### src/rtl/tch_evt_pkg.sv
package tch_evt_pkg;
  localparam int REG_W = 16;

  // field positions are given from the most significant end
  function automatic int idx_of(input int msb_pos);
    return REG_W - 1 - msb_pos;
  endfunction

  localparam int B_GLR = idx_of(3);
  localparam int B_GLT = idx_of(4);
  localparam int B_DCC = idx_of(5);
  localparam int B_GRA = idx_of(8);
  localparam int B_TXE = idx_of(11);
  localparam int B_BSY = idx_of(13);
  localparam int B_TXB = idx_of(14);
  localparam int B_RXB = idx_of(15);

  localparam logic [REG_W-1:0] EVT_VALID =
      (REG_W'(1) << B_GLR) | (REG_W'(1) << B_GLT) | (REG_W'(1) << B_DCC) |
      (REG_W'(1) << B_GRA) | (REG_W'(1) << B_TXE) | (REG_W'(1) << B_BSY) |
      (REG_W'(1) << B_TXB) | (REG_W'(1) << B_RXB);
endpackage

### src/rtl/tch_cs_watch.sv
module tch_cs_watch (
  input  logic clk,
  input  logic rst,
  input  logic en_i,
  input  logic cs_i,
  output logic chg_o
);
  logic cs_q;
  logic primed_q;

  always_ff @(posedge clk) begin
    if (rst) begin
      cs_q     <= 1'b0;
      primed_q <= 1'b0;
    end else begin
      cs_q     <= cs_i;
      primed_q <= 1'b1;
    end
  end

  // level tracked always so enabling the loop creates no false edge
  assign chg_o = primed_q & en_i & (cs_i ^ cs_q);
endmodule

### src/rtl/tch_stop_track.sv
module tch_stop_track (
  input  logic clk,
  input  logic rst,
  input  logic cmd_i,
  input  logic active_i,
  input  logic frame_end_i,
  output logic done_o,
  output logic pend_o
);
  logic pend_q;

  assign done_o = (cmd_i & ~active_i) | ((pend_q | cmd_i) & frame_end_i);

  always_ff @(posedge clk) begin
    if (rst)               pend_q <= 1'b0;
    else if (done_o)       pend_q <= 1'b0;
    else if (cmd_i & active_i) pend_q <= 1'b1;
  end

  assign pend_o = pend_q;
endmodule

### src/rtl/tch_evt_store.sv
module tch_evt_store #(
  parameter int               W     = 16,
  parameter logic [W-1:0]     VALID = '1
) (
  input  logic         clk,
  input  logic         rst,
  input  logic [W-1:0] set_i,
  input  logic [W-1:0] clr_i,
  output logic [W-1:0] ev_o,
  output logic [W-1:0] ev_next_o
);
  for (genvar i = 0; i < W; i++) begin : g_bit
    if (VALID[i]) begin : g_live
      logic q;
      // a set in the same cycle as a clear wins
      assign ev_next_o[i] = set_i[i] | (q & ~clr_i[i]);
      always_ff @(posedge clk) begin
        if (rst) q <= 1'b0;
        else     q <= ev_next_o[i];
      end
      assign ev_o[i] = q;
    end else begin : g_rsvd
      assign ev_next_o[i] = 1'b0;
      assign ev_o[i]      = 1'b0;
    end
  end
endmodule

### src/rtl/tch_evt_regs.sv
module tch_evt_regs
  import tch_evt_pkg::*;
#(
  parameter int               W     = REG_W,
  parameter logic [W-1:0]     VALID = EVT_VALID
) (
  input  logic         clk,
  input  logic         rst,
  input  logic         rx_clk_glitch_i,
  input  logic         tx_clk_glitch_i,
  input  logic         dpll_en_i,
  input  logic         dpll_cs_i,
  input  logic         stop_cmd_i,
  input  logic         tx_frame_active_i,
  input  logic         tx_frame_end_i,
  input  logic         tx_err_i,
  input  logic         busy_i,
  input  logic         tx_buf_i,
  input  logic         rx_buf_i,
  input  logic         sel_i,
  input  logic         we_i,
  input  logic         addr_i,
  input  logic [W-1:0] wdata_i,
  output logic [W-1:0] rdata_o,
  output logic         irq_o
);
  logic         cs_chg;
  logic         stop_done;
  logic         stop_pend;
  logic [W-1:0] hw_set;
  logic [W-1:0] sw_clr;
  logic [W-1:0] ev_q;
  logic [W-1:0] ev_d;
  logic [W-1:0] mask_q;
  logic [W-1:0] mask_d;
  logic [W-1:0] rdata_q;
  logic         irq_q;
  logic         wr_evt;
  logic         wr_msk;
  logic         rd_req;

  tch_cs_watch u_cs (
    .clk   (clk),
    .rst   (rst),
    .en_i  (dpll_en_i),
    .cs_i  (dpll_cs_i),
    .chg_o (cs_chg)
  );

  tch_stop_track u_stop (
    .clk         (clk),
    .rst         (rst),
    .cmd_i       (stop_cmd_i),
    .active_i    (tx_frame_active_i),
    .frame_end_i (tx_frame_end_i),
    .done_o      (stop_done),
    .pend_o      (stop_pend)
  );

  always_comb begin
    hw_set        = '0;
    hw_set[B_GLR] = rx_clk_glitch_i;
    hw_set[B_GLT] = tx_clk_glitch_i;
    hw_set[B_DCC] = cs_chg;
    hw_set[B_GRA] = stop_done;
    hw_set[B_TXE] = tx_err_i;
    hw_set[B_BSY] = busy_i;
    hw_set[B_TXB] = tx_buf_i;
    hw_set[B_RXB] = rx_buf_i;
  end

  assign wr_evt = sel_i & we_i & ~addr_i;
  assign wr_msk = sel_i & we_i & addr_i;
  assign rd_req = sel_i & ~we_i;
  assign sw_clr = wr_evt ? wdata_i : '0;
  assign mask_d = wr_msk ? (wdata_i & VALID) : mask_q;

  tch_evt_store #(.W(W), .VALID(VALID)) u_store (
    .clk       (clk),
    .rst       (rst),
    .set_i     (hw_set),
    .clr_i     (sw_clr),
    .ev_o      (ev_q),
    .ev_next_o (ev_d)
  );

  always_ff @(posedge clk) begin
    if (rst) begin
      mask_q  <= '0;
      rdata_q <= '0;
      irq_q   <= 1'b0;
    end else begin
      mask_q <= mask_d;
      irq_q  <= |(ev_d & mask_d);
      if (rd_req) rdata_q <= addr_i ? mask_q : ev_q;
    end
  end

  assign rdata_o = rdata_q;
  assign irq_o   = irq_q;
endmodule

### config.mk
export PLATFORM = sky130hd
export DESIGN_NAME = tch_evt_regs
export DESIGN_NICKNAME = d
export VERILOG_FILES = /design/src/rtl/tch_evt_pkg.sv /design/src/rtl/tch_cs_watch.sv /design/src/rtl/tch_stop_track.sv /design/src/rtl/tch_evt_store.sv /design/src/rtl/tch_evt_regs.sv
export SDC_FILE = /design/constraint.sdc
export NUM_CORES = 1
export LEC_CHECK = 0
export ABC_AREA = 1
export BUFFER_PORTS_ARGS = -buffer_cell sky130_fd_sc_hd__buf_2
export CORE_ASPECT_RATIO = 1.5
export CORE_UTILIZATION = 52
export DETAILED_ROUTE_END_ITERATION = 8
export HOLD_SLACK_MARGIN = 0.06
export PLACE_DENSITY = 0.87
export SLEW_MARGIN = 10
export SYNTH_ARGS = -nofsm -noshare
export SYNTH_HDL_FRONTEND = slang
export SYNTH_SLANG_ARGS = --single-unit
export TNS_END_PERCENT = 20
### constraint.sdc
create_clock -name clk -period 3.01 [get_ports clk]
set_input_delay 0.602 -clock clk [delete_from_list [all_inputs] [get_ports clk]]
set_output_delay 0.602 -clock clk [all_outputs]
set_load 0.05 [all_outputs]
==> key figures <==
Setup path
  – FF-to-FF setup slack: 1.75 ns
  – FF-to-FF End: irq_o
  – Slowest stage cell on the critical path: sky130_fd_sc_hd__dfxtp_1
  – CP top delay family: flip-flops
  – Maximum single-stage delay on the critical path: 0.36 ns
  – Biggest fanout along the worst timing path: 2
  – Instance count on the critical path: 1
  – Series of cell instances along the critical path: buf_2
  – Critical path endpoint category: primary output
  – Crit path launch type: flop
  – Worst R2R Start: u_stop.pend_o
  – Crit path buf inv count: 1
  – Logic depth of the worst register-to-register path: 7
  – Critical path class: reg2out
  – Data required time at the worst endpoint: ~2.4 ns
  – Endpoint arrival time on the critical path: 0.96 ns

GRT
  – GRT overflow: 0
  – Overall fraction of global-route tracks in use: 19.6%
  – Largest net degree at the start of global routing: 20
  – Number of antenna violations at the first check in global routing: 0
  – Global-route wire length before repair: 4.17 mm
  – Via count of the first global-routing pass: between 1,000 and 1,500

Logic synthesis
  – Post-Synthesis Mean Instance Area: 7.07 µm²
  – Flops & latches, synth: 28
  – Netlist cell types: 22
  – Cells after Synth: 190
  – Most used flip-flop cell after synthesis: sky130_fd_sc_hd__dfxtp_1
  – Summed instance area of the synthesized netlist: between 1000 and 1500 µm²
  – Sequential fraction of the synthesis area: 41.7%
  – Count of yosys warnings during synthesis: 0
  – Async S/R FF share, synth: 0%
  – Count of flip-flops with a built-in enable after synthesis: 0

STA
  – Share of the cycle needed by the critical path after routing: 51.8%
  – Worst-margin pin slew: ~0.52 ns
  – Final TNS setup: 0 ns
  – Count of pins over their slew limit: 0
  – RSZ-0062 raised after global routing: no
  – Normalized max-slew margin: about two thirds
  – Worst clock skew: 0.00951 ns
  – Setup Viol. Count Final: 0
  – Min cycle time layout: 1.56 ns
  – Hold violation count in the final report: 0
  – Fmax: about 640 MHz

Pwr
  – Leak: 0.746 nW
  – Net load switching power: 0.231 mW
  – Share of power burned in registers: about 56%
  – Internal: just under 0.5 mW
  – Switching fraction of total power: between 30% and 40%
  – Power density of the placed cells: 491 nW/µm²
  – Largest voltage drop on the vdd net: 308 µV
  – Clock network fraction of total power: 21.3%
  – Relative contribution of combinational cells to total power: 22.2%

Routing
  – First drt pass iteration count: 6
  – Routed via count divided by cell count: slightly below 5
  – Number of DRC violations after detailed routing: 8
  – Antenna Nets Post-Route: 0
  – Overall routed net length: 2.46 mm
  – Wire per inst: 10.2 µm
  – Vias after detailed routing: 1,169
  – DRC marker count from the first detailed-route iteration: 37

Floorplan
  – Starting density of the core: 54.9%
  – DIE AREA: between 2000 and 3000 µm²
  – Width of the chip: 43.5 µm
  – Core box area: about 2400 µm²
  – Total I/O pin count: 49
  – Cell Rows: 22
  – Chip Height: 64.3 µm

CTS
  – H-tree depth: 1
  – Number of buffers added by the clock tree synthesis step: 3
  – Source-to-sink clock delay at the later pin of the worst-skew pair: between 0.3 and 0.4 ns
  – TritonCTS clock tree: built
  – Post-CTS setup buffer count: 0
  – Largest buffer count on any clock path: 2
  – Clock-pin slew reported for the worst setup and hold paths after clock tree synthesis: approximately 0.14 ns
  – Num Clock Sinks: 28
  – Total of hold buffers inserted after clock tree synthesis: 0
  – Buffer cell driving the clock tree root: sky130_fd_sc_hd__clkbuf_4
  – Cts repair resizes: 0

Layout
  – Fraction of layout cells with a size suffix above 1: between 10% and 20%
  – Post-route core utilization: 59.6%
  – Synthesis-to-finish area growth: 8.66%
  – ANT cells: 0
  – Nets: 250

Worst hold path
  – Hold path startpoint: mask_q[11]
  – Hold-critical path depth: 2
  – Worst min-delay path class: reg2reg
  – Endpoint of the worst hold-timing path: rdata_o[11]

Place
  – Port Buffers: 32
  – HPWL after DPL: about 1.8 mm
  – GPL Wtd Cong: 0.804

Run status
  – Failing checks: design-rule violations
  – Run status: finished, violations left

Run
  – Max Cap Viol: 0
-- power groups by stage --
stage	logic, mW	clock network [mW]	registers [mW]
after floorplan	0.105	0	0.442
after global placement	0.158	0	0.413
after detailed placement	0.160	0	0.413
after CTS	0.160	0.157	0.405
after global routing	0.177	0.169	0.409
final	0.159	0.152	0.405
-- kinds of logic (layout without fill, tap and decap cells) --
family,after synthesis,count (layout),synth area share (%)
other,1,8,0.279
AND/OR/NAND/NOR,86,86,27.5
AO/OA/AOI/OAI,31,31,13.6
flip-flops,28,28,41.7
buffers and inverters,44,63,16.9
-- synthesized netlist by cell type, types with 2 or more instances --
library cell	count	area share (%)
sky130_fd_sc_hd__a21oi_1	9	3.4
sky130_fd_sc_hd__buf_6	3	2.5
sky130_fd_sc_hd__dfxtp_1	28	42
sky130_fd_sc_hd__o21a_1	3	1.7
sky130_fd_sc_hd__nand4_1	9	4.2
sky130_fd_sc_hd__nor3_1	4	1.5
sky130_fd_sc_hd__o21ai_0	9	3.4
sky130_fd_sc_hd__buf_2	2	0.74
sky130_fd_sc_hd__a31oi_1	8	3.7
sky130_fd_sc_hd__nor2_1	16	4.5
sky130_fd_sc_hd__nand2_1	54	15
sky130_fd_sc_hd__buf_4	10	5.6
sky130_fd_sc_hd__inv_1	26	7.3
-- routing by layer --
layer,vias up,wire length [µm],track usage [%],part of all wire [%]
met2,33,1180,32.6,48
li1,635,-,-,-
met3,5,94,1.98,3.8
met1,496,1140,24.4,46
met4,0,45,10.2,1.8
met5,-,0,0,0
-- placed cells by master, fill, tap and decap left out --
| master | n |
|---|---|
| sky130_fd_sc_hd__a21oi_1 | 9 |
| sky130_fd_sc_hd__nor2_2 | 1 |
| sky130_fd_sc_hd__nor2_1 | 16 |
| sky130_fd_sc_hd__nand4_1 | 9 |
| sky130_fd_sc_hd__conb_1 | 8 |
| sky130_fd_sc_hd__o2111a_1 | 1 |
| sky130_fd_sc_hd__clkinv_1 | 1 |
| sky130_fd_sc_hd__inv_2 | 1 |
| sky130_fd_sc_hd__o21a_1 | 3 |
| sky130_fd_sc_hd__dfxtp_1 | 28 |
| sky130_fd_sc_hd__nor3_1 | 4 |
| sky130_fd_sc_hd__buf_2 | 32 |
| sky130_fd_sc_hd__nand2_1 | 54 |
| sky130_fd_sc_hd__nand3_4 | 1 |
| sky130_fd_sc_hd__o21ai_2 | 1 |
| sky130_fd_sc_hd__a31oi_1 | 8 |
| sky130_fd_sc_hd__clkbuf_4 | 3 |
| sky130_fd_sc_hd__o21ai_0 | 9 |
| sky130_fd_sc_hd__inv_1 | 26 |
| sky130_fd_sc_hd__or2_2 | 1 |
-- sequential cells by signal (all words and copies together), names as in the netlist --
| name | flops |
|---|---|
| mask_q | 8 |
| u_cs.cs_q | 1 |
| rdata_o | 8 |
| u_cs.primed_q | 1 |
| u_store.g_bit.g_live.q | 8 |
| u_stop.pend_o | 1 |
| irq_o | 1 |
-- how the worst max path moves through the flow --
stage,start,endpoint,slack (ns)
6_report,rdata_o[1],rdata_o[1],1.45
5_1_grt,sel_i,rdata_o[7],1.38
4_1_cts,rdata_o[0],rdata_o[0],1.44
3_5_place_dp,we_i,irq_o,1.26
3_3_place_gp,we_i,irq_o,1.27
2_1_floorplan,sel_i,irq_o,1.49
-- layout make-up --
cell class	count	area [µm²]
clock buffers	3	22.5
flip-flops and latches	28	561
multi-input cells	125	582
well taps	24	30.0
repair buffers	32	160
fillers	237	990
inverters	28	105
-- per-stage QoR --
stage | cells | setup WS [ns] | hold slack (ns) | instance area, µm² | power [mW]
after detailed placement | 237 | 1.26 | 0.456 | 1440 | 0.573
after floorplan | 197 | 1.49 | 0.440 | 1370 | 0.547
after global routing | 240 | 1.38 | 0.490 | 1460 | 0.755
after global placement | 237 | 1.27 | 0.449 | 1440 | 0.571
after CTS | 240 | 1.44 | 0.466 | 1460 | 0.722
final | 240 | 1.45 | 0.463 | 1460 | 0.717
Note: power is estimated with default switching activity, not from simulation.
